[src/rtl/i2c_tgt_pkg.sv]
package i2c_tgt_pkg;
  typedef enum logic [3:0] {
    ST_IDLE,
    ST_ADDR,
    ST_ADDR_ACK,
    ST_RX,
    ST_RX_STALL,
    ST_RX_ACK,
    ST_TX_STALL,
    ST_TX,
    ST_TX_ACK,
    ST_WAIT
  } tgt_state_e;
endpackage

[src/rtl/i2c_tgt_sync.sv]
module i2c_tgt_sync #(
  parameter int              WIDTH   = 2,
  parameter int              STAGES  = 2,
  parameter logic [WIDTH-1:0] RST_VAL = '1
) (
  input  logic             clk_i,
  input  logic             rst_ni,
  input  logic [WIDTH-1:0] d_i,
  output logic [WIDTH-1:0] q_o
);
  logic [STAGES-1:0][WIDTH-1:0] stage_q;

  always_ff @(posedge clk_i or negedge rst_ni) begin
    if (!rst_ni) begin
      stage_q <= {STAGES{RST_VAL}};
    end else begin
      for (int s = STAGES - 1; s > 0; s--) stage_q[s] <= stage_q[s-1];
      stage_q[0] <= d_i;
    end
  end

  assign q_o = stage_q[STAGES-1];
endmodule

[src/rtl/i2c_tgt_bus_cond.sv]
module i2c_tgt_bus_cond (
  input  logic clk_i,
  input  logic rst_ni,
  input  logic scl_s_i,
  input  logic sda_s_i,
  output logic scl_rise_o,
  output logic scl_fall_o,
  output logic start_o,
  output logic stop_o
);
  logic scl_q, sda_q;

  always_ff @(posedge clk_i or negedge rst_ni) begin
    if (!rst_ni) begin
      scl_q <= 1'b1;
      sda_q <= 1'b1;
    end else begin
      scl_q <= scl_s_i;
      sda_q <= sda_s_i;
    end
  end

  assign scl_rise_o = scl_s_i & ~scl_q;
  assign scl_fall_o = ~scl_s_i & scl_q;
  // SDA edges while SCL stays high
  assign start_o    = scl_q & scl_s_i & sda_q & ~sda_s_i;
  assign stop_o     = scl_q & scl_s_i & ~sda_q & sda_s_i;
endmodule

[src/rtl/i2c_tgt_regs.sv]
module i2c_tgt_regs #(
  parameter int DATA_W = 8
) (
  input  logic              clk_i,
  input  logic              rst_ni,
  input  logic              rx_push_i,
  input  logic [DATA_W-1:0] rx_byte_i,
  input  logic              rx_read_i,
  input  logic              tx_pop_i,
  input  logic              tx_load_i,
  input  logic [DATA_W-1:0] tx_data_i,
  output logic [DATA_W-1:0] rx_data_o,
  output logic              rx_full_o,
  output logic [DATA_W-1:0] tx_hold_o,
  output logic              tx_empty_o
);
  logic [DATA_W-1:0] rx_data_q, tx_hold_q;
  logic              rx_full_q, tx_empty_q;

  always_ff @(posedge clk_i or negedge rst_ni) begin
    if (!rst_ni) begin
      rx_data_q <= '0;
      rx_full_q <= 1'b0;
    end else if (rx_push_i) begin
      rx_data_q <= rx_byte_i;
      rx_full_q <= 1'b1;
    end else if (rx_read_i) begin
      rx_full_q <= 1'b0;
    end
  end

  // load wins over pop: the old byte is taken, the new one stays held
  always_ff @(posedge clk_i or negedge rst_ni) begin
    if (!rst_ni) begin
      tx_hold_q  <= '0;
      tx_empty_q <= 1'b1;
    end else if (tx_load_i) begin
      tx_hold_q  <= tx_data_i;
      tx_empty_q <= 1'b0;
    end else if (tx_pop_i) begin
      tx_empty_q <= 1'b1;
    end
  end

  assign rx_data_o  = rx_data_q;
  assign rx_full_o  = rx_full_q;
  assign tx_hold_o  = tx_hold_q;
  assign tx_empty_o = tx_empty_q;

  p_rx_no_overwrite_r10: assert property (@(posedge clk_i) disable iff (!rst_ni)
    rx_push_i |-> !rx_full_q);

  p_tx_pop_has_data_r6: assert property (@(posedge clk_i) disable iff (!rst_ni)
    tx_pop_i |-> !tx_empty_q);
endmodule

[src/rtl/i2c_tgt_engine.sv]
module i2c_tgt_engine
  import i2c_tgt_pkg::*;
#(
  parameter int DATA_W = 8
) (
  input  logic              clk_i,
  input  logic              rst_ni,
  input  logic              scl_s_i,
  input  logic              sda_s_i,
  input  logic              scl_rise_i,
  input  logic              scl_fall_i,
  input  logic              start_i,
  input  logic              stop_i,
  input  logic [DATA_W-2:0] own_addr_i,
  input  logic              rx_full_i,
  input  logic              tx_empty_i,
  input  logic [DATA_W-1:0] tx_hold_i,
  output logic              rx_push_o,
  output logic [DATA_W-1:0] rx_byte_o,
  output logic              tx_pop_o,
  output logic              sda_oe_o,
  output logic              scl_oe_o,
  output logic              tx_role_o
);
  localparam int               CNT_W    = $clog2(DATA_W + 1);
  localparam logic [CNT_W-1:0] CNT_FULL = CNT_W'(DATA_W);
  localparam logic [CNT_W-1:0] CNT_LAST = CNT_W'(DATA_W - 1);

  tgt_state_e        state_q, state_d;
  logic [CNT_W-1:0]  cnt_q, cnt_d;
  logic [DATA_W-1:0] sr_q, sr_d;
  logic              sda_oe_q, sda_oe_d;
  logic              scl_oe_q, scl_oe_d;
  logic              tx_role_q, tx_role_d;
  logic              rw_q, rw_d;
  logic              nack_q, nack_d;
  logic              in_stall;

  assign in_stall = (state_q == ST_RX_STALL) || (state_q == ST_TX_STALL);

  always_comb begin
    state_d   = state_q;
    cnt_d     = cnt_q;
    sr_d      = sr_q;
    sda_oe_d  = sda_oe_q;
    scl_oe_d  = scl_oe_q & in_stall;  // hold drops the cycle after a stall ends
    tx_role_d = tx_role_q;
    rw_d      = rw_q;
    nack_d    = nack_q;
    rx_push_o = 1'b0;
    tx_pop_o  = 1'b0;

    if (stop_i) begin
      state_d   = ST_IDLE;
      cnt_d     = '0;
      sda_oe_d  = 1'b0;
      scl_oe_d  = 1'b0;
      tx_role_d = 1'b0;
    end else if (start_i) begin
      state_d   = ST_ADDR;
      cnt_d     = '0;
      sda_oe_d  = 1'b0;
      scl_oe_d  = 1'b0;
      tx_role_d = 1'b0;
    end else begin
      unique case (state_q)
        ST_ADDR: begin
          if (scl_rise_i) begin
            sr_d  = {sr_q[DATA_W-2:0], sda_s_i};
            cnt_d = cnt_q + 1'b1;
          end else if (scl_fall_i && cnt_q == CNT_FULL) begin
            cnt_d = '0;
            if (sr_q[DATA_W-1:1] == own_addr_i) begin
              sda_oe_d = 1'b1;
              rw_d     = sr_q[0];
              state_d  = ST_ADDR_ACK;
            end else begin
              state_d = ST_IDLE;
            end
          end
        end
        ST_ADDR_ACK: begin
          if (scl_fall_i) begin
            sda_oe_d = 1'b0;
            if (rw_q) begin
              tx_role_d = 1'b1;
              scl_oe_d  = 1'b1;
              state_d   = ST_TX_STALL;
            end else begin
              state_d = ST_RX;
            end
          end
        end
        ST_RX: begin
          if (scl_rise_i) begin
            sr_d  = {sr_q[DATA_W-2:0], sda_s_i};
            cnt_d = cnt_q + 1'b1;
          end else if (scl_fall_i && cnt_q == CNT_FULL) begin
            cnt_d    = '0;
            scl_oe_d = 1'b1;
            state_d  = ST_RX_STALL;
          end
        end
        ST_RX_STALL: begin
          if (!rx_full_i) begin
            rx_push_o = 1'b1;
            sda_oe_d  = 1'b1;
            state_d   = ST_RX_ACK;
          end
        end
        ST_RX_ACK: begin
          if (scl_fall_i) begin
            sda_oe_d = 1'b0;
            state_d  = ST_RX;
          end
        end
        ST_TX_STALL: begin
          if (!tx_empty_i) begin
            tx_pop_o = 1'b1;
            sr_d     = tx_hold_i;
            sda_oe_d = ~tx_hold_i[DATA_W-1];
            cnt_d    = '0;
            state_d  = ST_TX;
          end
        end
        ST_TX: begin
          if (scl_fall_i) begin
            if (cnt_q == CNT_LAST) begin
              sda_oe_d = 1'b0;
              cnt_d    = '0;
              state_d  = ST_TX_ACK;
            end else begin
              sr_d     = {sr_q[DATA_W-2:0], 1'b0};
              sda_oe_d = ~sr_q[DATA_W-2];
              cnt_d    = cnt_q + 1'b1;
            end
          end
        end
        ST_TX_ACK: begin
          if (scl_rise_i) begin
            nack_d = sda_s_i;
          end else if (scl_fall_i) begin
            if (nack_q) begin
              state_d = ST_WAIT;
            end else begin
              scl_oe_d = 1'b1;
              state_d  = ST_TX_STALL;
            end
          end
        end
        default: ;
      endcase
    end
  end

  always_ff @(posedge clk_i or negedge rst_ni) begin
    if (!rst_ni) begin
      state_q   <= ST_IDLE;
      cnt_q     <= '0;
      sr_q      <= '0;
      sda_oe_q  <= 1'b0;
      scl_oe_q  <= 1'b0;
      tx_role_q <= 1'b0;
      rw_q      <= 1'b0;
      nack_q    <= 1'b0;
    end else begin
      state_q   <= state_d;
      cnt_q     <= cnt_d;
      sr_q      <= sr_d;
      sda_oe_q  <= sda_oe_d;
      scl_oe_q  <= scl_oe_d;
      tx_role_q <= tx_role_d;
      rw_q      <= rw_d;
      nack_q    <= nack_d;
    end
  end

  assign rx_byte_o = sr_q;
  assign sda_oe_o  = sda_oe_q;
  assign scl_oe_o  = scl_oe_q;
  assign tx_role_o = tx_role_q;

  p_sda_moves_scl_low_r9: assert property (@(posedge clk_i) disable iff (!rst_ni)
    (!$stable(sda_oe_q) && !$past(start_i) && !$past(stop_i)) |-> !$past(scl_s_i));

  p_stretch_when_low_r9: assert property (@(posedge clk_i) disable iff (!rst_ni)
    $rose(scl_oe_q) |-> !scl_s_i);

  p_tx_role_from_addr_r5: assert property (@(posedge clk_i) disable iff (!rst_ni)
    $rose(tx_role_q) |-> $past(state_q == ST_ADDR_ACK));

  p_stop_releases_r1: assert property (@(posedge clk_i) disable iff (!rst_ni)
    $past(stop_i) |-> (!sda_oe_q && !scl_oe_q && !tx_role_q));
endmodule

[src/rtl/i2c_target.sv]
module i2c_target #(
  parameter int DATA_W      = 8,
  parameter int SYNC_STAGES = 2
) (
  input  logic              clk_i,
  input  logic              rst_ni,
  input  logic              scl_i,
  input  logic              sda_i,
  output logic              scl_oe_o,
  output logic              sda_oe_o,
  input  logic [DATA_W-2:0] own_addr_i,
  output logic [DATA_W-1:0] rx_data_o,
  output logic              rx_full_o,
  input  logic              rx_read_i,
  input  logic [DATA_W-1:0] tx_data_i,
  input  logic              tx_load_i,
  output logic              tx_empty_o,
  output logic              tx_role_o
);
  logic [1:0]        bus_s;
  logic              scl_rise, scl_fall, start_det, stop_det;
  logic              rx_push, tx_pop, rx_full, tx_empty;
  logic [DATA_W-1:0] rx_byte, tx_hold;

  i2c_tgt_sync #(
    .WIDTH  (2),
    .STAGES (SYNC_STAGES),
    .RST_VAL(2'b11)
  ) i_sync (
    .clk_i (clk_i),
    .rst_ni(rst_ni),
    .d_i   ({scl_i, sda_i}),
    .q_o   (bus_s)
  );

  i2c_tgt_bus_cond i_cond (
    .clk_i     (clk_i),
    .rst_ni    (rst_ni),
    .scl_s_i   (bus_s[1]),
    .sda_s_i   (bus_s[0]),
    .scl_rise_o(scl_rise),
    .scl_fall_o(scl_fall),
    .start_o   (start_det),
    .stop_o    (stop_det)
  );

  i2c_tgt_engine #(.DATA_W(DATA_W)) i_engine (
    .clk_i     (clk_i),
    .rst_ni    (rst_ni),
    .scl_s_i   (bus_s[1]),
    .sda_s_i   (bus_s[0]),
    .scl_rise_i(scl_rise),
    .scl_fall_i(scl_fall),
    .start_i   (start_det),
    .stop_i    (stop_det),
    .own_addr_i(own_addr_i),
    .rx_full_i (rx_full),
    .tx_empty_i(tx_empty),
    .tx_hold_i (tx_hold),
    .rx_push_o (rx_push),
    .rx_byte_o (rx_byte),
    .tx_pop_o  (tx_pop),
    .sda_oe_o  (sda_oe_o),
    .scl_oe_o  (scl_oe_o),
    .tx_role_o (tx_role_o)
  );

  i2c_tgt_regs #(.DATA_W(DATA_W)) i_regs (
    .clk_i     (clk_i),
    .rst_ni    (rst_ni),
    .rx_push_i (rx_push),
    .rx_byte_i (rx_byte),
    .rx_read_i (rx_read_i),
    .tx_pop_i  (tx_pop),
    .tx_load_i (tx_load_i),
    .tx_data_i (tx_data_i),
    .rx_data_o (rx_data_o),
    .rx_full_o (rx_full),
    .tx_hold_o (tx_hold),
    .tx_empty_o(tx_empty)
  );

  assign rx_full_o  = rx_full;
  assign tx_empty_o = tx_empty;
endmodule

[config.mk]
export PLATFORM = sky130hd
export DESIGN_NAME = i2c_target
export DESIGN_NICKNAME = d
export VERILOG_FILES = /design/src/rtl/i2c_tgt_pkg.sv /design/src/rtl/i2c_tgt_sync.sv /design/src/rtl/i2c_tgt_bus_cond.sv /design/src/rtl/i2c_tgt_regs.sv /design/src/rtl/i2c_tgt_engine.sv /design/src/rtl/i2c_target.sv
export SDC_FILE = /design/constraint.sdc
export NUM_CORES = 1
export LEC_CHECK = 0
export CAP_MARGIN = 40
export CORE_ASPECT_RATIO = 1.4
export CORE_MARGIN = 2
export CORE_UTILIZATION = 60
export CTS_BUF_LIST = sky130_fd_sc_hd__clkbuf_2 sky130_fd_sc_hd__clkbuf_4 sky130_fd_sc_hd__clkbuf_8
export DETAILED_ROUTE_END_ITERATION = 8
export GPL_TIMING_DRIVEN = 0
export HOLD_SLACK_MARGIN = 0.02
export PLACE_DENSITY = 0.95
export SKIP_CTS_REPAIR_TIMING = 1
export SYNTH_ARGS = -nofsm -noshare
export SYNTH_HDL_FRONTEND = slang
export SYNTH_SLANG_ARGS = --single-unit
[constraint.sdc]
create_clock -name clk_i -period 2.99 [get_ports clk_i]
set_input_delay 0.4485 -clock clk_i [delete_from_list [all_inputs] [get_ports clk_i]]
set_output_delay 0.4485 -clock clk_i [all_outputs]
set_load 0.03 [all_outputs]
==> impl_metrics.ini <==
[status]
outcome = finished clean

[power]
p_int_mw = 1.662
p_comb_share_pct = 47.3
ir_worst_vdd_mv = 0.6513
seq_power_share_pct = 33.2
p_switching_mw = 1.131
pwr_density_cell_nw_per_um2 = 962.3
power_frac_clock_pct = 19.5
p_sw_share_pct = 40.50
p_leak_nw = 1.185

[sta]
slew_headroom_pct = 50.39
rsz0062_at_grt = no
max_freq_mhz = 414.0
setup_slack_ns = 0.5744
fin_setup_tns_ns = 0
tightestPinTransition_ns = 0.7441
setup_viol = 0
drv_slew = 0
post-route-period-util_pct = 80.79
hold_ws_ns = 0.05165
skew_ns = 0.005838
fin_crit_ns = 2.416
report.final.hold_viol_count = 0

[floorplan]
die_w_um = 57.23
initial_core_util_pct = 61.26
die_y_um = 78.52
row_count = 27
die_area_um2 = 4493
core_um2 = 3885
io_pins = 34

[global_route]
grt_usage_pct = 27.71
grt_antenna_before_repair = 0
grt_max_degree = 32
grt_pass1_vias = 1974
grt_pass1_wl_mm = 9.501
grt_overflow = 0

[synth]
synthCells = 228
synth_area_um2 = 2380
syn_nets = 251
async_reset_ff_share_pct = 100.0
seq_area_frac_synth_pct = 47.69
synth_flop_cell = dfrtp_1
syn_avg_cell_area_um2 = 10.44
synth_cell_types = 57
synth-seq-cells = 45
synth-edff-count = 0
yosys_warnings = 0

[setup_path]
crit_start = i_cond.scl_q
path_class = register to register
end_kind = register
r2r_start = i_cond.scl_q
worstPathRequired_ns = 3.15
crit_arrival_ns = 2.57
rrSetupSlack_ns = 0.57
worstPathMaxFanout = 10
critPathLaunchType = register

[route]
routed_wirelength_mm = 5.871
drc = 0
drt-initial-drc-count = 149
vias = 1994
dr.pass1.iters = 4
via_per_inst = 6.391
wl_per_cell_um = 18.82
final_antenna_net_count = 0

[cells_and_area]
final_nets = 291
drive_above_1_share_pct = 16.73
n_fill_cell = 256
sequential_cell_area_um2 = 1135
antenna_cells = 0
syn2layout_area_growth_pct = 21.98
multi_input_area_um2 = 1156

[clock_network]
cts_sinks = 45
cts_tree = yes
cts.path.max_buffers = 2
cts.htree.levels = 2
cts_buffers = 5
clk_latency_ns = 0.30
cts.clk_slew.worst_paths_ns = 0.09
cts_root_buffer = clkbuf_8

[place]
dpl.hpwl_mm = 4.210
gp_congestion = 0.9640
pre_cts_ws_ns = 0.6143
port_buffers = 32

[flow_run]
drv_cap = 0

[worst_hold_path]
hold_path.class = input port to asynchronous set/reset pin
[power groups by stage]
| stage | logic [mW] | clock network (mW) | registers (mW) |
|---|---|---|---|
| 4_1_cts | 1.30 | 0.549 | 0.924 |
| 3_5_place_dp | 1.29 | 0 | 0.931 |
| 5_1_grt | 1.41 | 0.573 | 0.946 |
| 2_1_floorplan | 0.814 | 0 | 1.00 |
| 6_report | 1.32 | 0.545 | 0.926 |
| 3_3_place_gp | 1.27 | 0 | 0.922 |
[routing by layer]
layer  vias to the layer above  part of all wire [%]  track usage [%]
met4                         0                   3.6            14.65
met3                        22                   4.8            3.624
li1                        911                     -                -
met1                       979                    39            32.82
met5                         -                     0                0
met2                        82                    52            48.05
[worst paths after layout]
| check | depth (start not counted) | endpoint |
|---|---|---|
| worst max-delay path | 7 | i_engine.rx_byte_o[4] |
| worst min-delay path | 1 | i_regs.tx_hold_o[0] |
| worst max register to register | 7 | i_engine.rx_byte_o[4] |
| worst min register to register | 0 | i_sync.q_o[0] |
| max in group asynchronous | 2 | i_regs.tx_empty_o |
| min in group clk_i | 0 | i_sync.q_o[0] |
[layout by cell type, fill, tap and decap left out, types with 3 or more instances in the layout]
cell type | synthesis | final
a21oi_1 | 13 | 13
a31oi_1 | 3 | 3
and3_1 | 3 | 3
buf_2 | 5 | 6
clkbuf_1 | 4 | 4
clkbuf_8 | 0 | 5
clkdlybuf4s50_1 | 0 | 31
dfrtp_1 | 38 | 38
dfstp_2 | 7 | 7
inv_1 | 8 | 8
mux2_2 | 18 | 18
mux2i_1 | 7 | 7
nand2_1 | 13 | 13
nand2b_1 | 3 | 3
nand3_1 | 8 | 8
nand3b_1 | 4 | 4
nand4_1 | 4 | 4
nor2_1 | 12 | 12
nor2b_1 | 5 | 5
nor3b_1 | 5 | 5
o211ai_1 | 3 | 3
o21ai_0 | 15 | 15
xnor2_1 | 8 | 8
[flip-flops by register name, summed over array words and instances (netlist names)]
| signal | count |
|---|---|
| i_engine.rx_byte_o | 8 |
| i_regs.rx_data_o | 8 |
| i_regs.tx_hold_o | 8 |
| i_engine.cnt_q | 4 |
| i_engine.state_q | 4 |
| i_sync.q_o | 2 |
| i_sync.stage_q | 2 |
| i_cond.scl_q | 1 |
| i_cond.sda_q | 1 |
| i_engine.nack_q | 1 |
| i_engine.rw_q | 1 |
| i_engine.scl_oe_o | 1 |
| i_engine.sda_oe_o | 1 |
| i_engine.tx_role_o | 1 |
| i_regs.rx_full_o | 1 |
| i_regs.tx_empty_o | 1 |
[final cells by class]
class	instances	share of cell area (%)
plain buffers	12	2.026
flip-flops and latches	45	39.09
well taps	43	1.853
clock inverters	3	2.241
repair buffers	33	11.55
inverters	8	1.034
multi-input cells	163	39.83
clock buffers	5	2.371
[cells by family (layout without fill, tap and decap cells)]
kind of cell / count (synthesis) / count (layout) / share of synthesized area, %
adder cells (fa/ha/maj): 2 / 2 / 1.051
XOR/XNOR: 8 / 8 / 2.944
flip-flops: 45 / 45 / 47.69
buffers and inverters: 20 / 61 / 3.733
AO/OA/AOI/OAI: 59 / 59 / 16.56
multiplexers: 26 / 26 / 11.93
AND/OR/NAND/NOR: 68 / 68 / 16.09
[critical path: stages (launching register included)]
cell	delay [ns]
dfstp_2	0.55
nand2b_1	0.06
clkbuf_1	0.24
a221oi_2	0.59
nand3_1	0.36
buf_2	0.29
nand2_1	0.08
o21ai_0	0.10
[synthesized netlist by cell type, types with 2 or more instances]
cell type	instances	area, um^2
a211oi_1	2	15.01
a21o_1	2	15.01
a21oi_1	13	65.06
a22oi_1	2	15.01
a31oi_1	3	18.77
and3_1	3	18.77
buf_1	2	7.510
buf_2	5	25.02
clkbuf_1	4	15.01
dfrtp_1	38	950.9
dfstp_2	7	183.9
ha_1	2	25.02
inv_1	8	30.03
mux2_2	18	202.7
mux2i_1	7	70.07
nand2_1	13	48.80
nand2b_1	3	18.77
nand3_1	8	40.04
nand3b_1	4	30.03
nand4_1	4	25.02
nor2_1	12	45.04
nor2b_1	5	31.28
nor3b_1	5	37.54
o211ai_1	3	22.52
o21ai_0	15	75.07
o21ai_1	2	10.01
xnor2_1	8	70.07
[stage by stage]
stage	std cells	cell area [um^2]	util, %	power (mW)
2_1_floorplan	228	2380	-	1.819
3_3_place_gp	303	2754	70.89	2.188
3_5_place_dp	304	2769	71.27	2.225
4_1_cts	312	2903	74.72	2.778
5_1_grt	312	2903	74.72	2.935
6_report	312	2903	74.72	2.793
No activity file was read; power rests on OpenSTA's default activity.
